<file path="src/rtl/tmr_pkg.sv">
package tmr_pkg;
  localparam int REG_W = 32;

  // Count limit for the selected width.
  function automatic logic [REG_W-1:0] width_mask(input logic wide);
    return wide ? 32'hFFFF_FFFF : 32'h0000_FFFF;
  endfunction

  // Terminal condition for one tick from the current count.
  function automatic logic at_terminal(input logic [REG_W-1:0] cnt,
                                       input logic up, input logic wide);
    logic [REG_W-1:0] m;
    m = width_mask(wide);
    if (up) return (cnt & m) == m;
    return (cnt & m) <= 32'd1;
  endfunction

  // Count after one ordinary (non-terminal) tick.
  function automatic logic [REG_W-1:0] step_count(input logic [REG_W-1:0] cnt,
                                                  input logic up, input logic wide);
    return (up ? cnt + 32'd1 : cnt - 32'd1) & width_mask(wide);
  endfunction
endpackage

</file>
<file path="src/rtl/tmr_channel.sv">
module tmr_channel
  import tmr_pkg::*;
(
  input  logic             clk,
  input  logic             rst_n,
  input  logic             ctrl_wr_i,
  input  logic [8:1]       ctrl_wdata_i,
  input  logic             reload_wr_i,
  input  logic [REG_W-1:0] reload_wdata_i,
  input  logic             cmd_start_i,
  input  logic             cmd_stop_i,
  input  logic             cmd_load_i,
  input  logic             freeze_i,
  output logic [REG_W-1:0] ctrl_rd_o,
  output logic [REG_W-1:0] reload_o,
  output logic [REG_W-1:0] count_o,
  output logic             event_o
);
  logic [8:1]       ctrl_q;
  logic [REG_W-1:0] reload_q, cnt_q;
  logic             running_q;
  logic             mode_up, mode_oneshot, mode_wide;
  logic             tick, terminal;

  assign mode_up      = ctrl_q[1];
  assign mode_oneshot = ctrl_q[3];
  assign mode_wide    = ctrl_q[4];

  assign tick     = running_q && !freeze_i && !cmd_load_i;
  assign terminal = at_terminal(cnt_q, mode_up, mode_wide);
  assign event_o  = tick && terminal;

  always_ff @(posedge clk or negedge rst_n) begin
    if (!rst_n) begin
      ctrl_q    <= '0;
      reload_q  <= '0;
      cnt_q     <= '0;
      running_q <= 1'b0;
    end else begin
      if (ctrl_wr_i)   ctrl_q   <= ctrl_wdata_i;
      if (reload_wr_i) reload_q <= reload_wdata_i;
      if (cmd_stop_i)                       running_q <= 1'b0;
      else if (cmd_start_i)                 running_q <= 1'b1;
      else if (event_o && mode_oneshot)     running_q <= 1'b0;
      if (cmd_load_i)   cnt_q <= reload_q & width_mask(mode_wide);
      else if (event_o) cnt_q <= reload_q & width_mask(mode_wide);
      else if (tick)    cnt_q <= step_count(cnt_q, mode_up, mode_wide);
    end
  end

  assign ctrl_rd_o = {23'd0, ctrl_q, running_q};
  assign reload_o  = reload_q;
  assign count_o   = cnt_q;

  // stop wins over a simultaneous start
  assert_stop_wins_R4: assert property (@(posedge clk) disable iff (!rst_n)
    cmd_stop_i |=> !running_q);
  // a frozen channel keeps its count unless explicitly loaded
  assert_freeze_hold_R11: assert property (@(posedge clk) disable iff (!rst_n)
    (freeze_i && !cmd_load_i) |=> $stable(cnt_q));
  // one-shot terminal event halts the channel
  assert_oneshot_halt_R7: assert property (@(posedge clk) disable iff (!rst_n)
    (event_o && mode_oneshot && !cmd_start_i) |=> !running_q);
  // no events while frozen
  assert_no_event_frozen_R11: assert property (@(posedge clk) disable iff (!rst_n)
    freeze_i |-> !event_o);
endmodule

</file>
<file path="src/rtl/tmr_irq.sv">
module tmr_irq #(
  parameter int NUM_CH = 3
) (
  input  logic              clk,
  input  logic              rst_n,
  input  logic [NUM_CH-1:0] event_i,
  input  logic              en_wr_i,
  input  logic              clr_wr_i,
  input  logic [NUM_CH-1:0] wdata_even_i,
  output logic [31:0]       enable_o,
  output logic [31:0]       raw_o,
  output logic [31:0]       masked_o,
  output logic [NUM_CH-1:0] irq_o
);
  logic [NUM_CH-1:0] en_q, pend_q;

  always_ff @(posedge clk or negedge rst_n) begin
    if (!rst_n) begin
      en_q   <= '0;
      pend_q <= '0;
    end else begin
      if (en_wr_i) en_q <= wdata_even_i;
      pend_q <= event_i | (pend_q & ~(clr_wr_i ? wdata_even_i : '0));
    end
  end

  always_comb begin
    enable_o = '0;
    raw_o    = '0;
    masked_o = '0;
    for (int n = 0; n < NUM_CH; n++) begin
      enable_o[2*n] = en_q[n];
      raw_o[2*n]    = pend_q[n];
      masked_o[2*n] = pend_q[n] & en_q[n];
    end
  end

  assign irq_o = pend_q & en_q;

  for (genvar n = 0; n < NUM_CH; n++) begin : g_chk
    // an event always leaves its pending bit set, even against a clear
    assert_event_sets_R9: assert property (@(posedge clk) disable iff (!rst_n)
      event_i[n] |=> pend_q[n]);
    // a clear without a competing event removes the bit
    assert_clear_works_R9: assert property (@(posedge clk) disable iff (!rst_n)
      (clr_wr_i && wdata_even_i[n] && !event_i[n]) |=> !pend_q[n]);
    // an interrupt only rises with its enable set
    assert_irq_enabled_R10: assert property (@(posedge clk) disable iff (!rst_n)
      $rose(irq_o[n]) |-> en_q[n]);
  end
endmodule

</file>
<file path="src/rtl/gp_timer_unit.sv">
module gp_timer_unit
  import tmr_pkg::*;
#(
  parameter int          NUM_CH  = 3,
  parameter int          ADDR_W  = 8,
  parameter logic [4:0]  VERSION = 5'd2,
  parameter logic [7:0]  MOD_ID  = 8'h5A
) (
  input  logic              clk,
  input  logic              rst_n,
  input  logic              bus_wr,
  input  logic [ADDR_W-1:0] bus_addr,
  input  logic [31:0]       bus_wdata,
  output logic [31:0]       bus_rdata,
  output logic [NUM_CH-1:0] irq_o
);
  localparam logic [ADDR_W-1:0] A_CLK  = ADDR_W'(8'h00);
  localparam logic [ADDR_W-1:0] A_ID   = ADDR_W'(8'h08);
  localparam logic [ADDR_W-1:0] A_EN   = ADDR_W'(8'hF4);
  localparam logic [ADDR_W-1:0] A_RAW  = ADDR_W'(8'hF8);
  localparam logic [ADDR_W-1:0] A_PEND = ADDR_W'(8'hFC);
  localparam logic [31:0] CLK_KEEP = 32'h0001_0111;
  localparam logic [31:0] ID_WORD  = {16'd0, MOD_ID, 3'(NUM_CH), VERSION};

  function automatic logic [ADDR_W-1:0] ch_addr(input int n, input int sub);
    return ADDR_W'(32'h10 + n * 32'h20 + sub);
  endfunction

  logic [31:0]       clk_ctrl_q;
  logic [31:0]       ch_ctrl_rd [NUM_CH];
  logic [31:0]       ch_reload  [NUM_CH];
  logic [31:0]       ch_count   [NUM_CH];
  logic [NUM_CH-1:0] ch_event;
  logic [NUM_CH-1:0] wdata_even;
  logic [31:0]       en_rd, raw_rd, masked_rd;
  logic              freeze;

  always_ff @(posedge clk or negedge rst_n) begin
    if (!rst_n) clk_ctrl_q <= '0;
    else if (bus_wr && bus_addr == A_CLK) clk_ctrl_q <= bus_wdata & CLK_KEEP;
  end
  assign freeze = clk_ctrl_q[0];

  always_comb begin
    for (int n = 0; n < NUM_CH; n++) wdata_even[n] = bus_wdata[2*n];
  end

  for (genvar n = 0; n < NUM_CH; n++) begin : g_ch
    logic run_wr;
    assign run_wr = bus_wr && bus_addr == ch_addr(n, 8);
    tmr_channel i_chan (
      .clk            (clk),
      .rst_n          (rst_n),
      .ctrl_wr_i      (bus_wr && bus_addr == ch_addr(n, 0)),
      .ctrl_wdata_i   (bus_wdata[8:1]),
      .reload_wr_i    (bus_wr && bus_addr == ch_addr(n, 16)),
      .reload_wdata_i (bus_wdata),
      .cmd_start_i    (run_wr && bus_wdata[0]),
      .cmd_stop_i     (run_wr && bus_wdata[1]),
      .cmd_load_i     (run_wr && bus_wdata[2]),
      .freeze_i       (freeze),
      .ctrl_rd_o      (ch_ctrl_rd[n]),
      .reload_o       (ch_reload[n]),
      .count_o        (ch_count[n]),
      .event_o        (ch_event[n])
    );
  end

  tmr_irq #(.NUM_CH(NUM_CH)) i_irq (
    .clk          (clk),
    .rst_n        (rst_n),
    .event_i      (ch_event),
    .en_wr_i      (bus_wr && bus_addr == A_EN),
    .clr_wr_i     (bus_wr && bus_addr == A_PEND),
    .wdata_even_i (wdata_even),
    .enable_o     (en_rd),
    .raw_o        (raw_rd),
    .masked_o     (masked_rd),
    .irq_o        (irq_o)
  );

  always_comb begin
    bus_rdata = '0;
    unique case (bus_addr)
      A_CLK:   bus_rdata = clk_ctrl_q;
      A_ID:    bus_rdata = ID_WORD;
      A_EN:    bus_rdata = en_rd;
      A_RAW:   bus_rdata = raw_rd;
      A_PEND:  bus_rdata = masked_rd;
      default: bus_rdata = '0;
    endcase
    for (int n = 0; n < NUM_CH; n++) begin
      if (bus_addr == ch_addr(n, 0))  bus_rdata = ch_ctrl_rd[n];
      if (bus_addr == ch_addr(n, 16)) bus_rdata = ch_reload[n];
      if (bus_addr == ch_addr(n, 24)) bus_rdata = ch_count[n];
    end
  end

  // only the defined clock-control bits ever hold a one
  assert_clk_bits_R11: assert property (@(posedge clk) disable iff (!rst_n)
    (clk_ctrl_q & ~CLK_KEEP) == 32'd0);
endmodule

</file>
<file path="config.mk">
export PLATFORM = sky130hd
export DESIGN_NAME = gp_timer_unit
export DESIGN_NICKNAME = d
export VERILOG_FILES = /design/src/rtl/tmr_pkg.sv /design/src/rtl/tmr_channel.sv /design/src/rtl/tmr_irq.sv /design/src/rtl/gp_timer_unit.sv
export SDC_FILE = /design/constraint.sdc
export NUM_CORES = 1
export LEC_CHECK = 0
export BUFFER_PORTS_ARGS = -buffer_cell sky130_fd_sc_hd__buf_2
export CAP_MARGIN = 10
export CELL_PAD_IN_SITES_DETAIL_PLACEMENT = 0
export CELL_PAD_IN_SITES_GLOBAL_PLACEMENT = 1
export CORE_MARGIN = 4
export CORE_UTILIZATION = 45
export CTS_CLUSTER_DIAMETER = 100
export DETAILED_ROUTE_END_ITERATION = 6
export GPL_ROUTABILITY_DRIVEN = 0
export GPL_TIMING_DRIVEN = 0
export PLACE_DENSITY = 0.85
export SLEW_MARGIN = 25
export SYNTH_ARGS = -nofsm -noshare
export SYNTH_HDL_FRONTEND = slang
export SYNTH_SLANG_ARGS = --single-unit
</file>
<file path="constraint.sdc">
create_clock -name clk -period 4.15 [get_ports clk]
set_clock_uncertainty 0.15 [all_clocks]
set_input_delay 0.83 -clock clk [delete_from_list [all_inputs] [get_ports clk]]
set_output_delay 0.83 -clock clk [all_outputs]
set_load 0.005 [all_outputs]
</file>
==> flow_metrics.tcl <==
set metrics [dict create \
    clock-sinks 229 \
    powerDensity_nw_per_um2 597 \
    leakage_nw 8.55 \
    synth_fp_nets 1794 \
    antenna_found_initial 0 \
    rows 68 \
    startpoint "bus_addr[1]" \
    drc 12 \
    synth_common_cells "dfrtp_1, nand2_1, mux2_2, a21oi_1, o21ai_0" \
    relSlewSlack 0.355 \
    min_path_type "input port to asynchronous set/reset pin" \
    grt_pass1_wl_um 80200 \
    drt-wirelength-per-cell_um 23.3 \
    die_area_um2 38000 \
    rsz0062_at_grt "true" \
    ctsHoldBuffers 0 \
    yosysUniqueCellTypes 84 \
    n_antenna_cell 0 \
    synth.top_cells.by_area "dfrtp_1, mux2_2, ha_1, a21oi_1, nand2_1" \
    endpoint_kind "primary output" \
    cts_buffers 27 \
    syn_area_per_cell_um2 9.49 \
    worst_slew_pin_slew_ps 964 \
    synth_async_sr_flop_share 1.00 \
    netlist_area_um2 15700 \
    synthCells 1658 \
    cts_tree "done" \
    setup.worst_path.end "bus_rdata[9]" \
    synth_seq_area_share 0.364 \
    drive_gt1_frac 0.189 \
    rr_worst_depth 12 \
    crit_arrival_ps 3140 \
    grt_max_degree 90 \
    min_period_ps 4120 \
    yosysTopAreaCellShare 0.364 \
    fill_cells 3257 \
    vias 14552 \
    overflow 0 \
    yosys.area.top_type "dfrtp_1" \
    drt_iter0_markers 1497 \
    dr.pass1.iters 7 \
    die_x_um 195 \
    synth_flop_cell "dfrtp_1" \
    hold_violations 0 \
    port_buffers 74 \
    clk_pin_slew_ps 60 \
    synth_warnings 0 \
    cp_cell_sequence "buf_2, or4_4, or2_1, nor2_4, a221oi_1, a21oi_1, a21oi_1, a21oi_1, buf_2" \
    clockRootBuffer "clkbuf_16" \
    synth_most_common_cell "dfrtp_1" \
    grt.total_usage 0.263 \
    postRouteAntennaNets 0 \
    grt_pass1_vias 13795 \
    worstPathMaxFanout 10 \
    rr_endpoint "g_ch[1].i_chan.count_o[31]" \
    cpMaxStageDelayCell "or4_4" \
    critPathLaunchType "input port" \
    worstPathRequired_ps 3170 \
    reg2reg_from "g_ch[1].i_chan.ctrl_q[1]" \
    initial_core_util 0.456 \
    critPathMaxStageDelay_ps 650 \
    status "complete, but fails checks" \
    h-tree-depth 1 \
    chipHeight_um 195 \
    core_area_um2 34500 \
    dpl.hpwl_um 39500 \
    crit_type "input port to primary output" \
    crit_top_cell "a21oi_1" \
    avgViaCountPerCell 6.51 \
    rrSetupSlack_ps 180 \
    routed_wirelength_um 52100 \
    violations "design-rule violations" \
    clk_path_buf_depth 3 \
    clock_latency_ps 560 \
    post-route-util 0.515 \
    syn2layout_area_growth_pct 13.1 \
    drv_cap 0 \
    io_pins 78 \
    synth_edf_count 0 \
    clock.fmax_ghz 0.242 \
    final_max_slew_viol_count 0 \
    ir_drop_uv 337 \
    setup_viol 0 \
    synth-seq-cells 229 \
    tns_ps 0 \
    layout.nets 1897 \
    fin_crit_sh 0.994 \
]
## metal layers
metal	global-route usage	up-vias	wire length [um]
met1	0.373	7226	22700
met4	0.0835	0	2010
met5	0	-	0
met2	0.417	609	23600
met3	0.0367	121	3880
li1	-	6596	-
## registers in the layout (all words and copies together), names as in the netlist
| register | cells |
|---|---|
| g_ch.i_chan.running_q | 3 |
| i_irq.en_q | 3 |
| clk_ctrl_q | 4 |
| g_ch.i_chan.reload_o | 96 |
| i_irq.pend_q | 3 |
| g_ch.i_chan.ctrl_q | 24 |
| g_ch.i_chan.count_o | 96 |
## final cells by class
class / count / area, um^2 / area share
inverters: 36 / 148 / 0.00830
repair buffers: 81 / 473 / 0.0266
clock inverters: 6 / 58.8 / 0.00330
clock buffers: 41 / 778 / 0.0437
flip-flops and latches: 229 / 5730 / 0.322
multi-input cells: 1313 / 9710 / 0.545
plain buffers: 73 / 329 / 0.0185
well taps: 455 / 569 / 0.0320
## cell usage in the layout (no fill, tap or decap), types with 9 or more instances in the layout
| cell type | netlist | layout |
|---|---|---|
| nor3_1 | 21 | 17 |
| nand2b_1 | 11 | 11 |
| a22oi_1 | 44 | 44 |
| a21o_1 | 63 | 63 |
| a221oi_1 | 21 | 19 |
| a211oi_1 | 15 | 15 |
| o21bai_1 | 13 | 13 |
| xor2_1 | 22 | 22 |
| a21oi_1 | 111 | 108 |
| nand4_1 | 42 | 42 |
| xnor2_1 | 52 | 52 |
| buf_1 | 13 | 12 |
| clkbuf_1 | 58 | 45 |
| mux2i_1 | 37 | 37 |
| buf_4 | 2 | 9 |
| nand2_1 | 141 | 140 |
| mux2_2 | 136 | 136 |
| clkbuf_16 | 0 | 27 |
| o21ai_1 | 50 | 50 |
| o21ai_0 | 98 | 98 |
| clkbuf_2 | 0 | 9 |
| inv_1 | 33 | 30 |
| nand3_1 | 31 | 31 |
| nor4_1 | 25 | 22 |
| a221o_1 | 13 | 13 |
| nor2_1 | 86 | 81 |
| dfrtp_1 | 229 | 226 |
| ha_1 | 90 | 90 |
| buf_2 | 6 | 81 |
| a222oi_1 | 42 | 42 |
| a31oi_1 | 12 | 12 |
| nor2b_1 | 13 | 13 |
## worst min-delay path by stage
stage,start,to,slack (ps),cells after the start
2_1_floorplan,i_irq.pend_q[0],i_irq.pend_q[0],300,1
3_3_place_gp,i_irq.pend_q[0],i_irq.pend_q[0],310,1
3_5_place_dp,i_irq.pend_q[2],i_irq.pend_q[2],320,1
4_1_cts,rst_n,i_irq.en_q[2],50,1
5_1_grt,rst_n,i_irq.en_q[1],60,1
6_report,rst_n,i_irq.en_q[2],40,1
## timing repair
action,in CTS,in global routing
setup endpoints to repair,45,38
resized for setup,43,22
pin swaps,2,0
buffers inserted,4,1
## per-stage QoR
stage | cell area, um^2 | instances | setup WS [ps] | hold slack (ps) | power, mW
6_report | 17800 | 2234 | 25.0 | 44.1 | 10.6
5_1_grt | 17800 | 2234 | -31.8 | 65.0 | 11.3
4_1_cts | 17700 | 2235 | 7.60 | 48.8 | 10.5
3_5_place_dp | 16700 | 2189 | -811 | 316 | 8.19
3_3_place_gp | 16700 | 2187 | -2060 | 312 | 8.05
2_1_floorplan | 15700 | 1658 | 313 | 300 | 7.00
## logic make-up after synthesis
kind of cell / synth area share
simple gates: 0.134
flops: 0.364
xor+xnor: 0.0412
fa+ha+maj: 0.0754
compound gates: 0.235
mux: 0.121
buf+inv: 0.0291
## worst max-delay path, delay by kind of cell
kind                   cells  cell delay, ps
AND/OR/NAND/NOR            3            1260
buffers and inverters      2             260
AO/OA/AOI/OAI              4             790
## report_power, final
part | internal (mW) | total [mW] | switching [mW]
logic | 2.40 | 5.22 | 2.82
clock network | 1.34 | 2.32 | 0.974
registers | 2.54 | 3.08 | 0.532
total | 6.29 | 10.6 | 4.33
Power figures use the tool's default switching activity.
